File: src/rtl/pllsrch_pkg.sv
package pllsrch_pkg;

    typedef enum logic [2:0] {
        S_IDLE,
        S_TGT_GO,
        S_TGT_WAIT,
        S_CAND_GO,
        S_CAND_WAIT,
        S_CAND_CMP,
        S_FINISH
    } srch_state_t;

endpackage

File: src/rtl/pllsrch_prep.sv
module pllsrch_prep #(
    parameter int REQ_W     = 16,
    parameter int F_MIN     = 8000,
    parameter int F_MAX     = 15938,
    parameter int F_VCO_MIN = 64000,
    parameter int K_MAX     = 3,
    parameter int K_W       = 2
) (
    input  logic [REQ_W-1:0] req,
    output logic [REQ_W-1:0] clamped,
    output logic [K_W-1:0]   k,
    output logic             is_zero
);
    localparam int VW = REQ_W + K_MAX;
    localparam logic [REQ_W-1:0] LO_V  = REQ_W'(F_MIN);
    localparam logic [REQ_W-1:0] HI_V  = REQ_W'(F_MAX);
    localparam logic [VW-1:0]    VCO_V = VW'(F_VCO_MIN);

    always_comb begin
        logic [VW-1:0] v;
        if (req < LO_V)      clamped = LO_V;
        else if (req > HI_V) clamped = HI_V;
        else                 clamped = req;
        v = VW'(clamped);
        k = '0;
        for (int i = 0; i < K_MAX; i++) begin
            if (v < VCO_V) begin
                v = v << 1;
                k = k + K_W'(1);
            end
        end
        is_zero = (req == '0);
    end

endmodule

File: src/rtl/pllsrch_cand.sv
module pllsrch_cand #(
    parameter int REF_SCALED  = 938356,
    parameter int N_W         = 8,
    parameter int M_W         = 6,
    parameter int K_W         = 2,
    parameter int N_OFFSET    = 8,
    parameter int M_OFFSET    = 2,
    parameter int SCALE_SHIFT = 8,
    parameter int DIV_W       = 24,
    parameter int DVS_W       = 7
) (
    input  logic [N_W-1:0]   n,
    input  logic [M_W-1:0]   m,
    input  logic [K_W-1:0]   k,
    output logic [DIV_W-1:0] dividend,
    output logic [DVS_W-1:0] divisor
);
    localparam int REF_W  = $clog2(REF_SCALED + 1);
    localparam int NUM_W  = REF_W + N_W + 1;
    localparam int SH_W   = 6;

    logic [N_W:0]     n_sum;
    logic [NUM_W-1:0] num;
    logic [SH_W-1:0]  sh;

    // floor(floor(a / 2^s) / b) equals floor(a / (2^s * b)), so the power-of-two
    // part of the denominator is a shift and only (M+2) goes to the divider.
    assign n_sum    = {1'b0, n} + (N_W+1)'(N_OFFSET);
    assign num      = NUM_W'(REF_SCALED) * NUM_W'(n_sum);
    assign sh       = SH_W'(SCALE_SHIFT) + SH_W'(k);
    assign dividend = DIV_W'(num >> sh);
    assign divisor  = DVS_W'(m) + DVS_W'(M_OFFSET);

endmodule

File: src/rtl/pllsrch_div.sv
module pllsrch_div #(
    parameter int DIV_W = 24,
    parameter int DVS_W = 7,
    parameter int STEP  = 6
) (
    input  logic             clk,
    input  logic             rst_n,
    input  logic             go,
    input  logic [DIV_W-1:0] dividend,
    input  logic [DVS_W-1:0] divisor,
    output logic [DIV_W-1:0] quotient,
    output logic             fin
);
    localparam int ITERS = DIV_W / STEP;
    localparam int CNT_W = $clog2(ITERS + 1);
    localparam int REM_W = DVS_W + 1;

    logic [DIV_W-1:0] q_r, q_n;
    logic [REM_W-1:0] r_r, r_n;
    logic [DVS_W-1:0] d_r;
    logic [CNT_W-1:0] cnt_r;
    logic             fin_r;

    // STEP restoring-division stages unrolled per clock
    always_comb begin
        q_n = q_r;
        r_n = r_r;
        for (int s = 0; s < STEP; s++) begin
            r_n = {r_n[REM_W-2:0], q_n[DIV_W-1]};
            q_n = {q_n[DIV_W-2:0], 1'b0};
            if (r_n >= {1'b0, d_r}) begin
                r_n    = r_n - {1'b0, d_r};
                q_n[0] = 1'b1;
            end
        end
    end

    always_ff @(posedge clk or negedge rst_n) begin
        if (!rst_n) begin
            q_r   <= '0;
            r_r   <= '0;
            d_r   <= '0;
            cnt_r <= '0;
            fin_r <= 1'b0;
        end else if (go) begin
            q_r   <= dividend;
            r_r   <= '0;
            d_r   <= divisor;
            cnt_r <= CNT_W'(ITERS);
            fin_r <= 1'b0;
        end else if (cnt_r != '0) begin
            q_r   <= q_n;
            r_r   <= r_n;
            cnt_r <= cnt_r - CNT_W'(1);
            fin_r <= (cnt_r == CNT_W'(1));
        end else begin
            fin_r <= 1'b0;
        end
    end

    assign quotient = q_r;
    assign fin      = fin_r;

endmodule

File: src/rtl/pll_mn_search.sv
module pll_mn_search
    import pllsrch_pkg::*;
#(
    parameter int REQ_W      = 16,
    parameter int WORD_W     = 16,
    parameter int N_SHIFT    = 8,
    parameter int K_SHIFT    = 6,
    parameter int F_MIN      = 8000,
    parameter int F_MAX      = 15938,
    parameter int F_VCO_MIN  = 64000,
    parameter int K_MAX      = 3,
    parameter int M_LO       = 2,
    parameter int M_HI       = 30,
    parameter int N_LO       = 35,
    parameter int N_HI       = 247,
    parameter int REF_SCALED = 938356,
    parameter int TGT_SCALE  = 256,
    parameter int TGT_DIV    = 100,
    parameter int ZERO_WORD  = 224,
    parameter int DIV_W      = 24,
    parameter int DVS_W      = 7,
    parameter int DIV_STEP   = 6
) (
    input  logic              clk,
    input  logic              rst_n,
    input  logic              start,
    input  logic [REQ_W-1:0]  req_freq,
    output logic              busy,
    output logic              done,
    output logic [WORD_W-1:0] prog_word
);
    localparam int M_W = K_SHIFT;
    localparam int K_W = N_SHIFT - K_SHIFT;
    localparam int N_W = WORD_W - N_SHIFT;
    localparam logic [M_W-1:0]    M_LO_V = M_W'(M_LO);
    localparam logic [M_W-1:0]    M_HI_V = M_W'(M_HI);
    localparam logic [N_W-1:0]    N_LO_V = N_W'(N_LO);
    localparam logic [N_W-1:0]    N_HI_V = N_W'(N_HI);
    localparam logic [WORD_W-1:0] ZERO_V = WORD_W'(ZERO_WORD);

    srch_state_t state_q, state_d;

    logic [REQ_W-1:0]  clamp_w, clamp_q;
    logic [K_W-1:0]    k_w, k_q;
    logic              zero_w;
    logic [DIV_W-1:0]  tgt_q, fout_q, best_err_q;
    logic [M_W-1:0]    m_q, best_m_q, nb_m;
    logic [N_W-1:0]    n_q, best_n_q, nb_n;
    logic [WORD_W-1:0] word_q;

    logic [DIV_W-1:0]  cand_dividend, div_dividend, div_quo, err_w;
    logic [DVS_W-1:0]  cand_divisor, div_divisor;
    logic              div_go, div_fin, better_w, last_n, last_m;

    pllsrch_prep #(
        .REQ_W(REQ_W), .F_MIN(F_MIN), .F_MAX(F_MAX),
        .F_VCO_MIN(F_VCO_MIN), .K_MAX(K_MAX), .K_W(K_W)
    ) i_prep (
        .req(req_freq), .clamped(clamp_w), .k(k_w), .is_zero(zero_w)
    );

    pllsrch_cand #(
        .REF_SCALED(REF_SCALED), .N_W(N_W), .M_W(M_W), .K_W(K_W),
        .N_OFFSET(8), .M_OFFSET(2), .SCALE_SHIFT($clog2(TGT_SCALE)),
        .DIV_W(DIV_W), .DVS_W(DVS_W)
    ) i_cand (
        .n(n_q), .m(m_q), .k(k_q),
        .dividend(cand_dividend), .divisor(cand_divisor)
    );

    pllsrch_div #(
        .DIV_W(DIV_W), .DVS_W(DVS_W), .STEP(DIV_STEP)
    ) i_div (
        .clk(clk), .rst_n(rst_n), .go(div_go),
        .dividend(div_dividend), .divisor(div_divisor),
        .quotient(div_quo), .fin(div_fin)
    );

    // one shared divider: target first, then one candidate at a time
    assign div_go       = (state_q == S_TGT_GO) || (state_q == S_CAND_GO);
    assign div_dividend = (state_q == S_TGT_GO) ? DIV_W'(clamp_q) * DIV_W'(TGT_SCALE)
                                                : cand_dividend;
    assign div_divisor  = (state_q == S_TGT_GO) ? DVS_W'(TGT_DIV) : cand_divisor;

    assign err_w    = (tgt_q > fout_q) ? (tgt_q - fout_q) : (fout_q - tgt_q);
    assign better_w = (err_w < best_err_q);
    assign nb_m     = better_w ? m_q : best_m_q;
    assign nb_n     = better_w ? n_q : best_n_q;
    assign last_n   = (n_q == N_HI_V);
    assign last_m   = (m_q == M_HI_V);

    always_ff @(posedge clk or negedge rst_n) begin
        if (!rst_n) state_q <= S_IDLE;
        else        state_q <= state_d;
    end

    always_comb begin
        state_d = state_q;
        unique case (state_q)
            S_IDLE:      if (start) state_d = zero_w ? S_FINISH : S_TGT_GO;
            S_TGT_GO:    state_d = S_TGT_WAIT;
            S_TGT_WAIT:  if (div_fin) state_d = S_CAND_GO;
            S_CAND_GO:   state_d = S_CAND_WAIT;
            S_CAND_WAIT: if (div_fin) state_d = S_CAND_CMP;
            S_CAND_CMP:  state_d = (last_n && last_m) ? S_FINISH : S_CAND_GO;
            S_FINISH:    state_d = S_IDLE;
            default:     state_d = S_IDLE;
        endcase
    end

    always_ff @(posedge clk or negedge rst_n) begin
        if (!rst_n) begin
            clamp_q    <= '0;
            k_q        <= '0;
            tgt_q      <= '0;
            fout_q     <= '0;
            best_err_q <= '1;
            m_q        <= '0;
            n_q        <= '0;
            best_m_q   <= '0;
            best_n_q   <= '0;
            word_q     <= '0;
        end else begin
            unique case (state_q)
                S_IDLE: begin
                    if (start) begin
                        clamp_q <= clamp_w;
                        k_q     <= k_w;
                        if (zero_w) word_q <= ZERO_V;
                    end
                end
                S_TGT_WAIT: begin
                    if (div_fin) begin
                        tgt_q      <= div_quo;
                        m_q        <= M_LO_V;
                        n_q        <= N_LO_V;
                        best_err_q <= '1;
                        best_m_q   <= M_LO_V;
                        best_n_q   <= N_LO_V;
                    end
                end
                S_CAND_WAIT: begin
                    if (div_fin) fout_q <= div_quo;
                end
                S_CAND_CMP: begin
                    if (better_w) begin
                        best_err_q <= err_w;
                        best_m_q   <= m_q;
                        best_n_q   <= n_q;
                    end
                    if (last_n) begin
                        n_q <= N_LO_V;
                        if (last_m) word_q <= {nb_n, k_q, nb_m};
                        else        m_q    <= m_q + M_W'(1);
                    end else begin
                        n_q <= n_q + N_W'(1);
                    end
                end
                default: ;
            endcase
        end
    end

    always_comb begin
        busy      = (state_q != S_IDLE) && (state_q != S_FINISH);
        done      = (state_q == S_FINISH);
        prog_word = word_q;
    end

endmodule

File: config.mk
export PLATFORM = sky130hd
export DESIGN_NAME = pll_mn_search
export DESIGN_NICKNAME = d
export VERILOG_FILES = /design/src/rtl/pllsrch_pkg.sv /design/src/rtl/pllsrch_prep.sv /design/src/rtl/pllsrch_cand.sv /design/src/rtl/pllsrch_div.sv /design/src/rtl/pll_mn_search.sv
export SDC_FILE = /design/constraint.sdc
export NUM_CORES = 1
export LEC_CHECK = 0
export BUFFER_PORTS_ARGS = -buffer_cell sky130_fd_sc_hd__buf_2
export CORE_MARGIN = 8
export CORE_UTILIZATION = 45
export DETAILED_ROUTE_END_ITERATION = 7
export PLACE_DENSITY = 0.58
export SLEW_MARGIN = 30
export SYNTH_ARGS = -nofsm -noshare
export SYNTH_HDL_FRONTEND = slang
export SYNTH_SLANG_ARGS = --single-unit
File: constraint.sdc
create_clock -name clk -period 13.5 [get_ports clk]
set_input_delay 0.675 -clock clk [delete_from_list [all_inputs] [get_ports clk]]
set_output_delay 0.675 -clock clk [all_outputs]
set_load 0.02 [all_outputs]
==> results.yml <==
global_routing:
  grt_pass1_vias: 13610
  grtUsageTotal_pct: 21.9
  antenna_found_initial: 0
  grt_pass1_wl_mm: 73.9
  grt_max_degree: 71
  grt-ovfl-total: 0
run_status:
  status: "finished, final reports clean"
finish:
  nFillCells: 3500
  areaGrowthSynthToFinish_pct: 7.77
  antenna_cells: 0
  design_area_sq_um: 17500
  fin_nets: 2178
  drive_gt1_share_pct: 8.20
clock_network:
  clock_sinks: 179
  numCtsBuffers: 17
  cts.path.max_buffers: 2
  cts_tree: "yes"
  insertion_delay_ns: 0.45
  cts_htree_levels: 4
  clk_pin_slew_ns: 0.09
  root_buffer: "clkbuf_16"
place:
  gp_congestion: 0.882
  port_buffers: 36
  post-dp-hpwl_mm: 35.4
  place_area_sq_um: 16800
route:
  drc_errors: 0
  drt-vias-per-instance: 5.76
  firstDrtPassIters: 5
  wl_per_cell_microns: 18.9
  drtAntennaViolNets: 0
  routed_wl_mm: 45.3
  initialDrtViolationCount: 962
  vias: 13808
run:
  drv_cap: 0
worst_hold_path:
  hold_path.class: "input pin to asynchronous set/reset pin"
synth:
  synth-edff-count: 0
  synth_top_cell_area_share_pct: 23.8
  ys_async_sr_fraction_pct: 100
  yosysWarnings: 0
  syn_area_sq_um: 16300
  synthCells: 1939
  ys.flop_type: "dfrtp_1"
  synth.area.top_cells: "dfrtp_1, ha_1, fa_1"
  post_synth.cell_area_avg_sq_um: 8.39
  synth_top_area_cell: "dfrtp_1"
  synthDistinctLibCells: 80
  ys_ff_latch: 179
  yosysSeqAreaShare_pct: 27.7
timing:
  timing.final.crit_share_pct: 91.6
  finalSetupTns_ns: 0
  tightest_slew_ns: 0.931
  hold_violations: 0
  fin_worst_skew_ns: 0.0134
  slew_violations: 0
  final.min_clock_period_ns: 12.36
  slew_headroom_pct: 38.0
  fmax_mhz: 80.9
  setup_violations: 0
  rsz0062_at_grt: "no"
floorplan:
  dieHeight_microns: 206
  dieArea_sq_um: 42500
  row_count: 69
  fp.dieW_microns: 206
  core_region_area_sq_um: 35600
  initial_core_util_pct: 45.7
  pin_count: 37
power:
  p_leak_nw: 8.51
  power_density_nw_per_um2: 62.4
  power.total_mw: 1.09
  peakVddDrop_mv: 0.0962
critical_path:
  max_stage_delay_ns: 0.50
  critPathMaxFanout: 15
  cp.arrival_ns: 12.72
  crit_path_start_kind: "flip-flop"
  cp_common_cell: "o21ai_0"
  end_kind: "flip-flop"
  crit_slowest_cell: "dfrtp_2"
  cp_data_required_time_ns: 13.86
  critical_path_class: "flip-flop to flip-flop"
==> critical path, delay by kind of cell (launching register included) <==
family | cells | cell delay [ns]
muxes | 4 | 1.26
adders and majority gates | 6 | 2.38
and+or+nand+nor | 10 | 1.67
buffers and inverters | 3 | 0.52
DFF | 1 | 0.50
AOI/OAI and AO/OA | 28 | 5.92
==> report_power, final <==
group	internal [mW]	switching [mW]	total [mW]
clock network	0.275	0.265	0.541
registers	0.536	0	0.536
logic	0.00316	0.0136	0.0168
total	0.814	0.279	1.09
==> sequential cells by signal (all words and copies together), names as in the netlist, 7 cells and up <==
name	count
tgt_q	24
best_n_q	8
i_div.quotient	24
i_div.d_r	7
clamp_q	16
fout_q	24
n_q	8
best_err_q	24
prog_word	16
i_div.r_r	7
==> timing repair <==
item                                    4_1_cts  5_1_grt
resized for setup                             0        8
hold buffers                                  0        0
endpoints found under the hold margin         0        0
endpoints found under the setup margin        0        8
setup buffers                                 0        2
==> cell type report <==
cell class	instances	area [sq um]	share of cell area (%)
clock buffer	17	425	2.43
clock inverter	15	218	1.24
inverter	204	769	4.39
multi-input combinational	1467	10700	61.0
sequential	179	4510	25.7
tap	461	577	3.29
timing repair buffer	56	339	1.93
==> path summary, 6_finish.rpt <==
path | from | endpoint | slack [ns] | depth (start not counted)
max reg2reg | i_div.d_r[1] | i_div.r_r[4] | 1.14 | 51
min in group clk | req_freq[2] | clamp_q[2] | 0.45 | 2
min | rst_n | fout_q[1] | 0.23 | 1
max in group asynchronous | rst_n | i_div.quotient[21] | 11.41 | 3
min reg2reg | best_err_q[5] | best_err_q[5] | 0.48 | 2
max | i_div.d_r[1] | i_div.r_r[4] | 1.14 | 51
==> per-layer routing <==
layer  track usage [%]  vias up  part of all wire, %
met5                 0        -                    0
li1                  -     6767                    -
met1              30.1     6644                   47
met4              5.78        0                  2.2
met3              2.57       60                  3.9
met2              36.1      337                   47
==> layout by cell type (no fill, tap or decap), types with 14 or more instances in the layout <==
| cell | instances |
|---|---|
| nand2_1 | 204 |
| mux2_2 | 16 |
| nor3_1 | 21 |
| o21a_1 | 19 |
| o31ai_1 | 15 |
| a31oi_1 | 24 |
| xor2_1 | 27 |
| clkbuf_16 | 17 |
| a211oi_1 | 16 |
| nand4_1 | 26 |
| o21ai_0 | 182 |
| o21bai_1 | 14 |
| ha_1 | 188 |
| buf_4 | 20 |
| a21o_1 | 54 |
| nand2b_1 | 17 |
| nor2_1 | 125 |
| a21oi_1 | 125 |
| buf_2 | 35 |
| dfrtp_1 | 154 |
| nand3_1 | 51 |
| dfstp_2 | 24 |
| mux2i_1 | 44 |
| inv_1 | 202 |
| xnor2_1 | 49 |
| fa_1 | 46 |
| nor2b_1 | 19 |
==> synthesized netlist by cell type, types with 5 or more instances <==
master	count
xor2_1	27
nand2b_1	17
a22o_1	6
fa_1	46
a21oi_1	125
o21ai_0	182
o22a_1	8
o21a_1	19
nand2_1	205
nand4_1	26
nor2_1	126
dfstp_2	24
a21o_1	54
and3_1	14
and2_1	11
mux2i_1	46
a31oi_1	24
o21bai_1	14
o211ai_1	10
o311ai_0	5
ha_1	188
buf_1	9
xnor2_1	50
a2bb2oi_1	6
a221oi_1	9
mux2_1	5
dfrtp_1	155
mux2_2	15
nor2b_1	20
o22ai_1	11
a211oi_1	16
o31ai_1	15
or3_1	6
clkbuf_1	77
nor3_1	21
inv_1	203
a2111oi_0	9
nand3_1	51
==> cells by family after synthesis <==
kind of cell             share of synthesized area (%)
adder cells (fa/ha/maj)                           20.1
multiplexers                                      4.30
other                                           0.0462
AO/OA/AOI/OAI                                     22.2
XOR/XNOR                                          4.14
flip-flops                                        27.7
AND/OR/NAND/NOR                                   14.5
buffers and inverters                             6.92
==> through the flow <==
stage | util, % | setup slack (ns) | hold slack [ns] | instances
after floorplan | - | 2.02 | 0.379 | 1941
after global placement | 47.3 | 0.793 | 0.463 | 2365
after detailed placement | 47.3 | 0.603 | 0.472 | 2365
after CTS | 49.1 | 0.543 | 0.229 | 2397
after global routing | 49.3 | 0.0556 | 0.263 | 2399
final | 49.3 | 1.14 | 0.225 | 2399
Note: power is estimated with default switching activity, not from simulation.
